===== src/rtl/lfc_pkg.sv =====
package lfc_pkg;
  // Strobes from the blanking control to the datapath
  typedef struct packed {
    logic blankActive;
    logic senseStrobe;
  } ctlStrobe_t;

  localparam int FLAG_W     = 6;
  localparam int IDX_UNDER  = 0;
  localparam int IDX_OVER   = 1;
  localparam int IDX_DUMP   = 2;
  localparam int IDX_SLOW   = 3;
  localparam int IDX_FAST   = 4;
  localparam int IDX_EXT    = 5;
endpackage


===== src/rtl/lfc_sync.sv =====
module lfc_sync #(
  parameter int WIDTH  = 6,
  parameter int STAGES = 2
) (
  input  logic             clk,
  input  logic             rstN,
  input  logic [WIDTH-1:0] asyncIn,
  output logic [WIDTH-1:0] syncOut
);
  logic [WIDTH-1:0] stage [STAGES];

  genvar s;
  generate
    for (s = 0; s < STAGES; s++) begin : gStage
      if (s == 0) begin : gFirst
        always_ff @(posedge clk or negedge rstN) begin
          if (!rstN) stage[0] <= '0;
          else       stage[0] <= asyncIn;
        end
      end else begin : gNext
        always_ff @(posedge clk or negedge rstN) begin
          if (!rstN) stage[s] <= '0;
          else       stage[s] <= stage[s-1];
        end
      end
    end
  endgenerate

  assign syncOut = stage[STAGES-1];
endmodule


===== src/rtl/lfc_datapath.sv =====
module lfc_datapath
  import lfc_pkg::*;
#(
  parameter int SYNC_STAGES = 2
) (
  input  logic              clk,
  input  logic              rstN,
  input  logic [FLAG_W-1:0] flagsRaw,
  input  ctlStrobe_t        ctl,
  output logic              lampDemand,
  output logic              lampOn,
  output logic              senseWindow
);
  logic [FLAG_W-1:0] flagsSync;
  logic              faultHit;

  lfc_sync #(.WIDTH(FLAG_W), .STAGES(SYNC_STAGES)) uSync (
    .clk     (clk),
    .rstN    (rstN),
    .asyncIn (flagsRaw),
    .syncOut (flagsSync)
  );

  // Internal fault qualification by speed band
  always_comb begin
    faultHit = flagsSync[IDX_OVER]
             | flagsSync[IDX_SLOW]
             | (flagsSync[IDX_UNDER] & flagsSync[IDX_FAST]);
  end

  // Priority: load dump, then override, then fault logic
  always_comb begin
    if (flagsSync[IDX_DUMP])     lampDemand = 1'b0;
    else if (flagsSync[IDX_EXT]) lampDemand = 1'b1;
    else                         lampDemand = faultHit;
  end

  assign lampOn      = lampDemand & ~ctl.blankActive;
  assign senseWindow = ctl.senseStrobe;
endmodule


===== src/rtl/lfc_control.sv =====
module lfc_control
  import lfc_pkg::*;
#(
  parameter int BLANK_CYCLES = 4
) (
  input  logic       clk,
  input  logic       rstN,
  input  logic       pollTick,
  input  logic       lampDemand,
  output ctlStrobe_t ctl
);
  localparam int CNT_W = $clog2(BLANK_CYCLES + 1);
  localparam logic [CNT_W-1:0] CNT_LOAD = CNT_W'(BLANK_CYCLES);
  localparam logic [CNT_W-1:0] CNT_LAST = CNT_W'(1);

  logic [CNT_W-1:0] blankCnt;

  always_ff @(posedge clk or negedge rstN) begin
    if (!rstN)                    blankCnt <= '0;
    else if (blankCnt != '0)      blankCnt <= blankCnt - CNT_LAST;
    else if (pollTick && lampDemand) blankCnt <= CNT_LOAD;
  end

  always_comb begin
    ctl.blankActive = (blankCnt != '0);
    ctl.senseStrobe = (blankCnt == CNT_LAST);
  end
endmodule


===== src/rtl/lamp_fault_ctrl.sv =====
module lamp_fault_ctrl
  import lfc_pkg::*;
#(
  parameter int BLANK_CYCLES = 4,
  parameter int SYNC_STAGES  = 2
) (
  input  logic clk,
  input  logic rstN,
  input  logic underVolt,
  input  logic overVolt,
  input  logic loadDump,
  input  logic speedLow,
  input  logic speedHigh,
  input  logic extGate,
  input  logic pollTick,
  output logic lampOn,
  output logic senseWindow
);
  logic [FLAG_W-1:0] flagsRaw;
  logic              lampDemand;
  ctlStrobe_t        ctl;

  always_comb begin
    flagsRaw            = '0;
    flagsRaw[IDX_UNDER] = underVolt;
    flagsRaw[IDX_OVER]  = overVolt;
    flagsRaw[IDX_DUMP]  = loadDump;
    flagsRaw[IDX_SLOW]  = speedLow;
    flagsRaw[IDX_FAST]  = speedHigh;
    flagsRaw[IDX_EXT]   = extGate;
  end

  lfc_datapath #(.SYNC_STAGES(SYNC_STAGES)) uData (
    .clk         (clk),
    .rstN        (rstN),
    .flagsRaw    (flagsRaw),
    .ctl         (ctl),
    .lampDemand  (lampDemand),
    .lampOn      (lampOn),
    .senseWindow (senseWindow)
  );

  lfc_control #(.BLANK_CYCLES(BLANK_CYCLES)) uCtl (
    .clk        (clk),
    .rstN       (rstN),
    .pollTick   (pollTick),
    .lampDemand (lampDemand),
    .ctl        (ctl)
  );
endmodule


===== config.mk =====
export PLATFORM = sky130hd
export DESIGN_NAME = lamp_fault_ctrl
export DESIGN_NICKNAME = d
export VERILOG_FILES = /design/src/rtl/lfc_pkg.sv /design/src/rtl/lfc_sync.sv /design/src/rtl/lfc_datapath.sv /design/src/rtl/lfc_control.sv /design/src/rtl/lamp_fault_ctrl.sv
export SDC_FILE = /design/constraint.sdc
export NUM_CORES = 1
export LEC_CHECK = 0
export BUFFER_PORTS_ARGS = -buffer_cell sky130_fd_sc_hd__buf_4
export CORE_MARGIN = 4
export CORE_UTILIZATION = 30
export DETAILED_ROUTE_END_ITERATION = 8
export GPL_ROUTABILITY_DRIVEN = 0
export SETUP_SLACK_MARGIN = 0.15
export SLEW_MARGIN = 20
export SYNTH_ARGS = -nofsm -noshare
export SYNTH_HDL_FRONTEND = slang
export SYNTH_SLANG_ARGS = --single-unit

===== constraint.sdc =====
create_clock -name clk -period 1.4 [get_ports clk]
set_input_delay 0.28 -clock clk [delete_from_list [all_inputs] [get_ports clk]]
set_output_delay 0.28 -clock clk [all_outputs]
set_load 0.02 [all_outputs]

# Word level (Yosys, flattened, before mapping)
# Index checks and enable logic that the tools add are counted.
classes:
  add_sub_neg: 1
  n_mul: 0
  div_mod_pow: 0
  order_cmp: 0
  n_eq_ne: 1
  shifts: 0
  n_mux: 4
  bitwise: 5
  reduce_logical: 3
ops:
  columns: ["cell", "n"]
  rows:
  - ["3-bit two-way mux", 2]
  - ["3-bit by 1-bit == test with 1-bit output (second input constant)", 1]
  - ["3-bit nonzero test", 1]
  - ["3-bit by 1-bit subtractor with 3-bit output (second input constant)", 1]
  - ["1-bit bitwise AND", 2]
  - ["1-bit two-way mux", 2]
  - ["1-bit OR", 2]
  - ["2-bit nonzero test", 1]
  - ["1-bit logical AND", 1]
  - ["1-bit inverter", 1]
word_totals:
  ff_bits: 15
  latch_bits: 0
  ram_bits: 0
  mem_bits_ro: 0
  inputBits: 9
  output_inout_bits: 2
  wordCells: 17
  memories: 0

# Depth between registers and ports, before layout
# Gate-level depths: netlist (run 1).
logic_depth:
  ltp_word: 7
  mapped_depth: 2
  mapped_depth_nobuf: 2

# Hierarchy
# Synthesis (run 1) repeated with hierarchy kept, for this count alone.
unflattened:
  hier_cells: 35
  hier_area_um2: 506.7
modules_own_cells:
  columns: ["mod", "n_inst", "cells_per_inst", "area_per_inst_um2", "seq_area_each_um2"]
  rows:
  - ["lfc_sync", 1, 18, 345.3, 300.3]
  - ["lfc_control", 1, 13, 130.1, 75.1]
  - ["lfc_datapath", 1, 4, 31.3, 0.0]

# Worst setup path after synthesis (run 1)
# No wires, ideal clock.
synth_path:
  path_type: "register to output"
  start: "reg uCtl.blankCnt[1]"
  end: "out lampOn"
  arrival_time_ps: 1269
  t_required_ps: 1120
  slack_ps: -149
  path_stages_with_launch: 3
  path_buffers: 0
  cell_sequence: "dfrtp_1 -> or2_4 -> nor4_1"
synth_between:
  elab_chain_len: 3
synth_lines:
  columns: ["item", "line", "rtl"]
  rows:
  - ["from (decl)", "lfc_control.sv:16", "logic [CNT_W-1:0] blankCnt;"]
  - ["from (signal assigned)", "lfc_control.sv:20", "else if (blankCnt != '0) blankCnt <= blankCnt - CNT_LAST;"]
  - ["3-bit nonzero test", "lfc_control.sv:25", "ctl.blankActive = (blankCnt != '0);"]
  - ["1-bit inverter", "lfc_datapath.sv:38", "assign lampOn = lampDemand & ~ctl.blankActive;"]
  - ["1-bit bitwise AND", "lfc_datapath.sv:38", null]
  - ["to (decl)", "lamp_fault_ctrl.sv:16", "output logic lampOn,"]
# No other way between the ends.

# Final worst setup path (run 1)
layout_path:
  start: "reg uCtl.blankCnt[0]"
  end: "out lampOn"
# The elaborated chain is that of the path after synthesis.

==> run summary, run 1 <==
Outcome: finished with violations
Failing checks: setup timing
Number of vias per cell: 4.25
CTS Buf Count: 3
# DRC: 0
Synthesized area per cell: 17.5 µm²
Setup Skew: 0.789 ps
Synthesized net count: 36
FP Rows: 14
Final wirelength: 748 µm
Max VDD drop: 0.590 mV
Core Footprint: 0.00149 mm²
Leakage: 0.296 nW
Startpoint types: flop
Port bufs: 10
Setup Viol. Count Final: 1
Ant. Diodes: 0
P_int: 0.000742 W
Placed Cells: 53
Syn Std Cell Area: 472 µm²
DP Worst Slack: 23.3 ps
Fill cell count: 122
Die width: 47.7 µm
All-Layer GR Usage: 7.93%
Setup TNS: -204 ps
1st-pass router iterations: 2
CTS max path bufs: 2
CP endpoint kind: primary output
Share of cells above drive strength 1: 44.4%
First-pass GRT wire length: 1180 µm
Area growth, synth to finish: 36.6%
Worst min path class: in2reg
Ys Warns: 0
Register area: 375 µm²
Worst-Margin Slew: 364 ps
Number of synthesized register bits: 15
Clk network pwr share: 22.4%
Sw Share: 27.6%
Vias in the first global route: 286
Antenna violations before repair: 0
H-tree Lvls: 1
Slew margin rel.: 75.7%
CTS tree: yes
DRT iter0 DRCs: 1
Final ANT Viol Nets: 0
Final period util: 115%
Crit path required time: 1120 ps
Clk_lat worst skew: 270 ps
Top Ports: 11
Multi-input logic area: 108 µm²
RSZ-0062 raised after global routing: true
Sequential power share: 51.2%
Post-route setup slack: -204 ps
Die Y: 47.7 µm
GRT Residual Overflow: 0
Die footprint: 0.00227 mm²
Arr. time, crit path: 1320 ps
# nets final: 55
WS Path Type: reg2out
Sink Count: 15
NetSw: 0.000283 W
Starting density of the core: 31.7%
Via count: 259
Largest net degree at the start of global routing: 16
Distinct cells, synth: 12
Crit-path max FO: 4
Max Slew Vio Count: 0
Cell Count, Final, Fillers Out: 61
Max cap viols: 0
PwrDens: 1590 mW/mm²
CTS root buf: clkbuf_4
Worst-path clk slew: 80 ps
Cells after Synth: 27
Reg2reg setup slack: 210 ps
Final hold viol count: 0
Register area share after synthesis: 79.6%
Combinational fraction of design power: 26.4%
Post-route minimum period: 1600 ps
Drt wl/cell: 12.3 µm
Power, Total: 0.00102 W
Fmax achieved: 0.624 GHz
## sequential cells by signal (all words and copies together) (netlist names)
register,flops
uCtl.blankCnt,3
uData.uSync.stage,6
uData.uSync.syncOut,6
## path summary, 6_finish.rpt
check                      cells past startpoint                endpoint              startpoint
max in group asynchronous                      2    uData.uSync.stage[6]                    rstN
min                                            1    uData.uSync.stage[9]                speedLow
max                                            3                  lampOn        uCtl.blankCnt[0]
min in group asynchronous                      2   uData.uSync.stage[11]                    rstN
max reg2reg                                    3        uCtl.blankCnt[2]  uData.uSync.syncOut[0]
min reg2reg                                    0  uData.uSync.syncOut[2]    uData.uSync.stage[8]
## cells by family after synthesis
kind of cell | after synthesis | synth area share (%)
buffers and inverters | 1 | 0.795
AND/OR/NAND/NOR | 7 | 8.23
AO/OA/AOI/OAI | 4 | 11.4
flip-flops | 15 | 79.6
## power by group through the flow
stage	sequential, W	clock, W	combinational [W]
floorplan	0.000531	0	0.000142
global placement	0.000535	0	0.000207
detailed placement	0.000540	0	0.000215
CTS	0.000526	0.000241	0.000252
global route	0.000530	0.000253	0.000292
finish	0.000525	0.000229	0.000270
## cell usage after synthesis (all sizes together)
cell type,instances,area (µm²)
a2111oi,1,27.5
and2,1,6.26
dfrtp,15,375
inv,1,3.75
nand2,1,3.75
nand2b,1,6.26
nor2,2,7.51
nor4,1,6.26
o21ai,2,10.0
o41ai,1,16.3
or2,1,8.76
## per-layer routing
layer	share of wire, %	track usage (%)
met5	0	0
met1	40	8.81
met4	0	6.45
met3	6.3	2.26
met2	53	12.6
## layout make-up
cell class                 instances  share of cell area [%]
multi-input combinational         11                    16.7
clock buffer                       4                    4.08
timing repair buffer              14                    17.3
inverter                           1                   0.583
tap                               16                    3.11
sequential                        15                    58.3
## critical path, cell delays in order (launching register included)
cell     delay (ps)
dfrtp_1         410
or2_4           280
nor4_4          190
buf_4           170
## stage by stage
step	utilization, %	hold slack [ps]	area (µm²)
final	43.3	112	644
after detailed placement	39.1	142	582
after global placement	39.1	135	582
after CTS	42.8	101	637
after floorplan	-	-15.6	487
after global routing	43.3	100	644
## timing repair
item                                   4_1_cts  5_1_grt
pin swaps                                    2        3
hold buffers                                 1        0
endpoints found under the hold margin       15        0
buffers inserted                             2        1
setup endpoints to repair                    2        3
resized for setup                            1        0
## cells in the final DEF, fill, tap and decap left out, types with 2 or more instances in the layout
master,synthesis,routed
nor2_1,2,2
clkbuf_4,0,3
buf_4,0,12
dfrtp_1,15,15
Note: power is estimated with default switching activity, not from simulation.
==> run 2, diff against run 1 <==
--- a/config.mk
+++ b/config.mk
@@ -6,9 +6,9 @@
 export NUM_CORES = 1
 export LEC_CHECK = 0
 export BUFFER_PORTS_ARGS = -buffer_cell sky130_fd_sc_hd__buf_4
-export CORE_MARGIN = 4
-export CORE_UTILIZATION = 30
+export CORE_AREA = 4 4 41 43
 export DETAILED_ROUTE_END_ITERATION = 8
+export DIE_AREA = 0 0 45 47
 export GPL_ROUTABILITY_DRIVEN = 0
 export SETUP_SLACK_MARGIN = 0.15
 export SLEW_MARGIN = 20
==> constraint.sdc (replaced) <==
create_clock -name clk -period 2 [get_ports clk]
set_input_delay 0.4 -clock clk [delete_from_list [all_inputs] [get_ports clk]]
set_output_delay 0.4 -clock clk [all_outputs]
set_load 0.02 [all_outputs]
==> run 2 against run 1 <==
The run now ends clean. Combinational power decreased by 49%. Clock skew increased by 2.6 ps. Sequential power decreased by 30%. Global-route usage increased by 0.73 points. Non-clock buffer count decreased by 3. Critical path type unchanged. Largest power group unchanged.
==> run summary, run 2 (synthesized netlist as in run 1, its figures left out) <==
Final wirelength: 673 µm (-10%)
FP Rows: 13 (-1)
Crit-path max FO: 5 (+1)
Levels on crit path: 3 (unchanged)
CP endpoint kind: primary output
Top delay family on crit path: simple AND/OR/NAND/NOR gates
P_int: 0.000485 W (-35%)
Reg2reg setup slack: 950 ps (+740 ps)
Sw Share: 26.7% (-0.88 points)
Post-CTS Resized: 0 (-1)
H-tree Lvls: 1 (unchanged)
Crit-path cells: or2_4, nor4_1, buf_4
Worst min path class: in2reg
Startpoint types: flop
PwrDens: 1100 mW/mm² (-31%)
Vias in the first global route: 281 (-1.7%)
Max cap viols: 0 (unchanged)
CTS root buf: clkbuf_4
Met2 WL: 387 µm (-3.0%)
Area growth, synth to finish: 27.6%
Setup TNS: 0 ps (+204 ps)
1st-pass router iterations: 2 (unchanged)
First-pass GRT wire length: 1190 µm (+1.2%)
Antenna violations before repair: 0 (unchanged)
RSZ-0062 raised after global routing: false
Arr. time, crit path: 1320 ps (about the same)
Top Ports: 11 (unchanged)
Leakage: 0.277 nW (-6.3%)
DP Worst Slack: 547 ps (+524 ps)
Largest net degree at the start of global routing: 16 (unchanged)
Drt wl/cell: 11.8 µm (-3.7%)
Most frequent cells in the layout: dfrtp_1, buf_4, clkbuf_4
Combinational fraction of design power: 20.9% (-5.5 points)
GRT Residual Overflow: 0 (unchanged)
Clk network pwr share: 23.6% (+1.2 points)
Clk_lat worst skew: 270 ps (about the same)
CTS max path bufs: 2 (unchanged)
Hold-fix buffers, CTS: 1 (unchanged)
Die Y: 47 µm (-1.4%)
Metal3 WL: 35 µm (-26%)
Number of vias per cell: 4.33 (+2.1%)
CP peak stage delay: 420 ps (about the same)
Setup Skew: 3.35 ps (+2.56 ps)
Post-route minimum period: 1720 ps
Met1 WL: 250 µm (-17%)
Worst-Margin Slew: 310 ps (-54.0 ps)
Sink Count: 15 (unchanged)
Fmax achieved: 0.580 GHz
Max VDD drop: 0.495 mV (-16%)
Reg2reg path depth: 2 (-1)
Critical path buffers and inverters: 1 (unchanged)
Crit path required time: 1600 ps (+480 ps)
Die footprint: 0.00212 mm² (-6.8%)
Worst-path clk slew: 80 ps (about the same)
Core Footprint: 0.00130 mm² (-13%)
Sequential power share: 55.5% (+4.3 points)
Port bufs: 10 (unchanged)
Slew margin rel.: 79.3% (+3.6 points)
Max layer used: met3
Outcome: complete, no violations
NetSw: 0.000177 W (-38%)
Max Slew Vio Count: 0 (unchanged)
Setup Viol. Count Final: 0 (-1)
Critical-path top delay cell: dfrtp_1
Final ANT Viol Nets: 0 (unchanged)
All-Layer GR Usage: 8.66% (+0.73 points)
WS Path Type: reg2out
Share of cells above drive strength 1: 38.1% (-6.3 points)
Die width: 45 µm (-5.6%)
Setup bufs post-CTS: 0 (-2)
Ant. Diodes: 0 (unchanged)
Final hold viol count: 0 (unchanged)
# nets final: 52 (-5.5%)
Final period util: 86.2%
Via count: 247 (-4.6%)
CTS Buf Count: 3 (unchanged)
Fill cell count: 128 (+4.9%)
DRT iter0 DRCs: 3 (+2)
Commonest non-fill, non-tap cell in the layout: dfrtp_1
# DRC: 0 (unchanged)
Post-route setup slack: 275 ps (+479 ps)
Hold Path Depth: 1 (unchanged)
Starting density of the core: 36.2% (+4.6 points)
CTS tree: yes
run 2: cell types whose count changed in the layout (fill, tap and decap cells not counted), sizes merged:
cell / before / now
buf: 13 / 10
run 2: area by class of cell:
| type | instances | area, µm² | share of cell area (%) |
|---|---|---|---|
| repair buffers | 11 | 85.1 | 14.1 |
| well taps | 15 | 18.8 | 3.12 |
| flip-flops and latches | 15 | 375 | 62.4 |
| multi-input cells | 11 | 92.6 | 15.4 |
| clock buffers | 4 | 26.3 | 4.37 |
| inverters | 1 | 3.75 | 0.624 |
run 2: metal layers:
layer	vias to the layer above	track usage, %
met2	7	15.8
met4	0	5.26
met3	0	3.45
met5	-	0
li1	120	-
met1	120	8.07
run 2: stage by stage:
step / power (W) / cell area [µm²] / hold slack [ps] / util (%) / cells
final: 0.000661 / 602 / 234 / 46.3 / 57
after global routing: 0.000709 / 602 / 209 / 46.3 / 57
after CTS: 0.000671 / 602 / 227 / 46.3 / 57
after detailed placement: 0.000512 / 566 / 258 / 43.5 / 52
after global placement: 0.000501 / 566 / 254 / 43.5 / 52
after floorplan: 0.000453 / 472 / 104 / - / 27
run 2: path summary, 6_finish.rpt:
| check | end | from |
|---|---|---|
| worst max-delay path | lampOn | uCtl.blankCnt[0] |
| worst min-delay path | uData.uSync.stage[10] | speedHigh |
| worst max register to register | uCtl.blankCnt[2] | uCtl.blankCnt[0] |
| worst min register to register | uData.uSync.syncOut[1] | uData.uSync.stage[7] |
| max in group asynchronous | uData.uSync.stage[11] | rstN |
| min in group asynchronous | uData.uSync.syncOut[3] | rstN |
run 2: power by group through the flow:
| stage | sequential, W | combinational (W) | clock [W] |
|---|---|---|---|
| floorplan | 0.000366 | 0.0000864 | 0 |
| global placement | 0.000370 | 0.000131 | 0 |
| detailed placement | 0.000374 | 0.000138 | 0 |
| CTS | 0.000368 | 0.000140 | 0.000163 |
| global route | 0.000375 | 0.000150 | 0.000184 |
| finish | 0.000367 | 0.000138 | 0.000156 |
run 2: worst register-to-register path, cell delays in order, from the launching register on:
cell and delay [ps]:
dfrtp_1 420, or2_4 260, o41ai_2 270
==> run 3, diff against run 2 <==
--- a/config.mk
+++ b/config.mk
@@ -7,6 +7,7 @@
 export LEC_CHECK = 0
 export BUFFER_PORTS_ARGS = -buffer_cell sky130_fd_sc_hd__buf_4
 export CORE_AREA = 4 4 41 43
+export CTS_BUF_LIST = sky130_fd_sc_hd__clkbuf_2
 export DETAILED_ROUTE_END_ITERATION = 8
 export DIE_AREA = 0 0 45 47
 export GPL_ROUTABILITY_DRIVEN = 0
==> run 3 against run 2 <==
Flip-flop and latch count did not move. Sequential power barely moved. Via count down 1.2%. Clock skew up 2.5 ps. Largest power group unchanged. Critical path type unchanged. Clock-buffer cell count unchanged. Sequential share of layout area grew 0.66 points. Critical path depth is the same.
==> run summary, run 3 (synthesized netlist as in run 1, its figures left out) <==
Crit-path cells: or2_4, nor4_1, buf_4
Slew margin rel.: 79.3% (unchanged)
Max VDD drop: 0.473 mV (-4.4%)
# nets final: 52 (unchanged)
Top Ports: 11 (unchanged)
Vias in the first global route: 281 (unchanged)
Busiest grt layer: met2
Sink Count: 15 (unchanged)
CTS tree: yes
CTS root buf: clkbuf_2
Fmax achieved: 0.577 GHz (-0.42%)
Most frequent cells in the layout: dfrtp_1, buf_4, clkbuf_2
Commonest non-fill, non-tap cell in the layout: dfrtp_1
Crit path required time: 1600 ps (about the same)
Die width: 45 µm (unchanged)
FP Rows: 13 (unchanged)
Arr. time, crit path: 1330 ps (about the same)
Worst-Margin Slew: 310 ps (-0.000834 ps)
CTS max path bufs: 2 (unchanged)
Area growth, synth to finish: 26.3%
1st-pass router iterations: 2 (unchanged)
Share of cells above drive strength 1: 40.5% (+2.4 points)
# DRC: 0 (unchanged)
WS Path Type: reg2out
RSZ-0062 raised after global routing: false
Ant. Diodes: 0 (unchanged)
Final period util: 86.6% (+0.36 points)
DRT iter0 DRCs: 3 (unchanged)
Cell area after layout: 596 µm² (-1.0%)
Routing usage on met2: 15.8% (unchanged)
Hold Path Depth: 1 (unchanged)
Max cap viols: 0 (unchanged)
Met3 GRT Util: 3.45% (unchanged)
Grt met1 use: 8.07% (unchanged)
Port bufs: 10 (unchanged)
Reg2reg path depth: 2 (unchanged)
Critical-path top delay cell: dfrtp_1
CP endpoint kind: primary output
All-Layer GR Usage: 8.66% (unchanged)
Clk_lat worst skew: 260 ps (about the same)
Fill cell count: 129 (+0.78%)
Setup Viol. Count Final: 0 (unchanged)
Largest net degree at the start of global routing: 16 (unchanged)
Number of vias per cell: 4.28 (-1.2%)
Crit-path max FO: 5 (unchanged)
Worst min path class: in2reg
Startpoint types: flop
CTS Buf Count: 3 (unchanged)
Dpl cell area: 566 µm² (unchanged)
CP peak stage delay: 440 ps (+20 ps)
Outcome: complete, no violations
Setup TNS: 0 ps (unchanged)
Max Slew Vio Count: 0 (unchanged)
Multi-input logic area: 92.6 µm² (unchanged)
Starting density of the core: 36.2% (unchanged)
Antenna violations before repair: 0 (unchanged)
Final ANT Viol Nets: 0 (unchanged)
Setup bufs post-CTS: 0 (unchanged)
Core Footprint: 0.00130 mm² (unchanged)
Drt wl/cell: 11.8 µm (+0.15%)
Die footprint: 0.00212 mm² (unchanged)
Via count: 244 (-1.2%)
Leakage: 0.279 nW (+0.59%)
Register area: 375 µm² (unchanged)
PwrDens: 1070 mW/mm² (-2.5%)
Worst-path clk slew: 120 ps (+40 ps)
GRT Residual Overflow: 0 (unchanged)
Final hold viol count: 0 (unchanged)
Post-route minimum period: 1730 ps (+7.21 ps)
First-pass GRT wire length: 1190 µm (unchanged)
Setup Skew: 5.80 ps (+2.45 ps)
H-tree Lvls: 1 (unchanged)
Final wirelength: 674 µm (+0.15%)
Die Y: 47 µm (unchanged)
[run 3: changes by cell type in the layout (fill, tap and decap cells not counted)]
cell	delta
clkbuf_2	+4
clkbuf_4	-3
clkbuf_1	-1
[run 3: timing repair]
action | 4_1_cts | 5_1_grt
resized for setup | 0 | 0
hold endpoints to repair | 15 | 0
hold buffers | 1 | 0
[run 3: critical path, delay by kind of cell (launching register included)]
family / cells / cell delay (ps)
buffers and inverters: 1 / 190
flip-flops: 1 / 440
AND/OR/NAND/NOR: 2 / 440
[run 3: area by class of cell]
cell class	instances	area share, %
clock buffers	4	3.36
inverters	1	0.630
multi-input cells	11	15.5
flip-flops and latches	15	63.0
well taps	15	3.15
repair buffers	11	14.3
[run 3: per-stage QoR]
step	setup WS, ps	std cells	hold slack [ps]	power, W	utilization (%)
5_1_grt	185	57	192	0.000685	45.8
3_5_place_dp	547	52	258	0.000512	43.5
4_1_cts	240	57	223	0.000647	45.8
3_3_place_gp	590	52	254	0.000501	43.5
2_1_floorplan	331	27	104	0.000453	-
6_report	268	57	237	0.000638	45.8
[run 3: metal layers]
layer  wire length, µm  up-vias
met5                 0        -
met4                 0        0
met3                35        0
met2               386        7
met1               252      118
li1                  -      119
[run 3: report_power, final]
group	switching (W)	internal, W
Combinational	0.0000681	0.0000701
Clock	0.0000799	0.0000531
Sequential	0.0000298	0.000337
Total	0.000178	0.000461
[run 3: final timing paths]
kind / start / slack (ps) / end
max in group asynchronous: rstN / 1330 / uData.uSync.stage[11]
setup / recovery: uCtl.blankCnt[0] / 270 / lampOn
setup reg to reg: uCtl.blankCnt[0] / 940 / uCtl.blankCnt[2]
hold reg to reg: uData.uSync.stage[7] / 360 / uData.uSync.syncOut[1]
min in group asynchronous: rstN / 500 / uData.uSync.syncOut[3]
hold / removal: speedHigh / 240 / uData.uSync.stage[10]
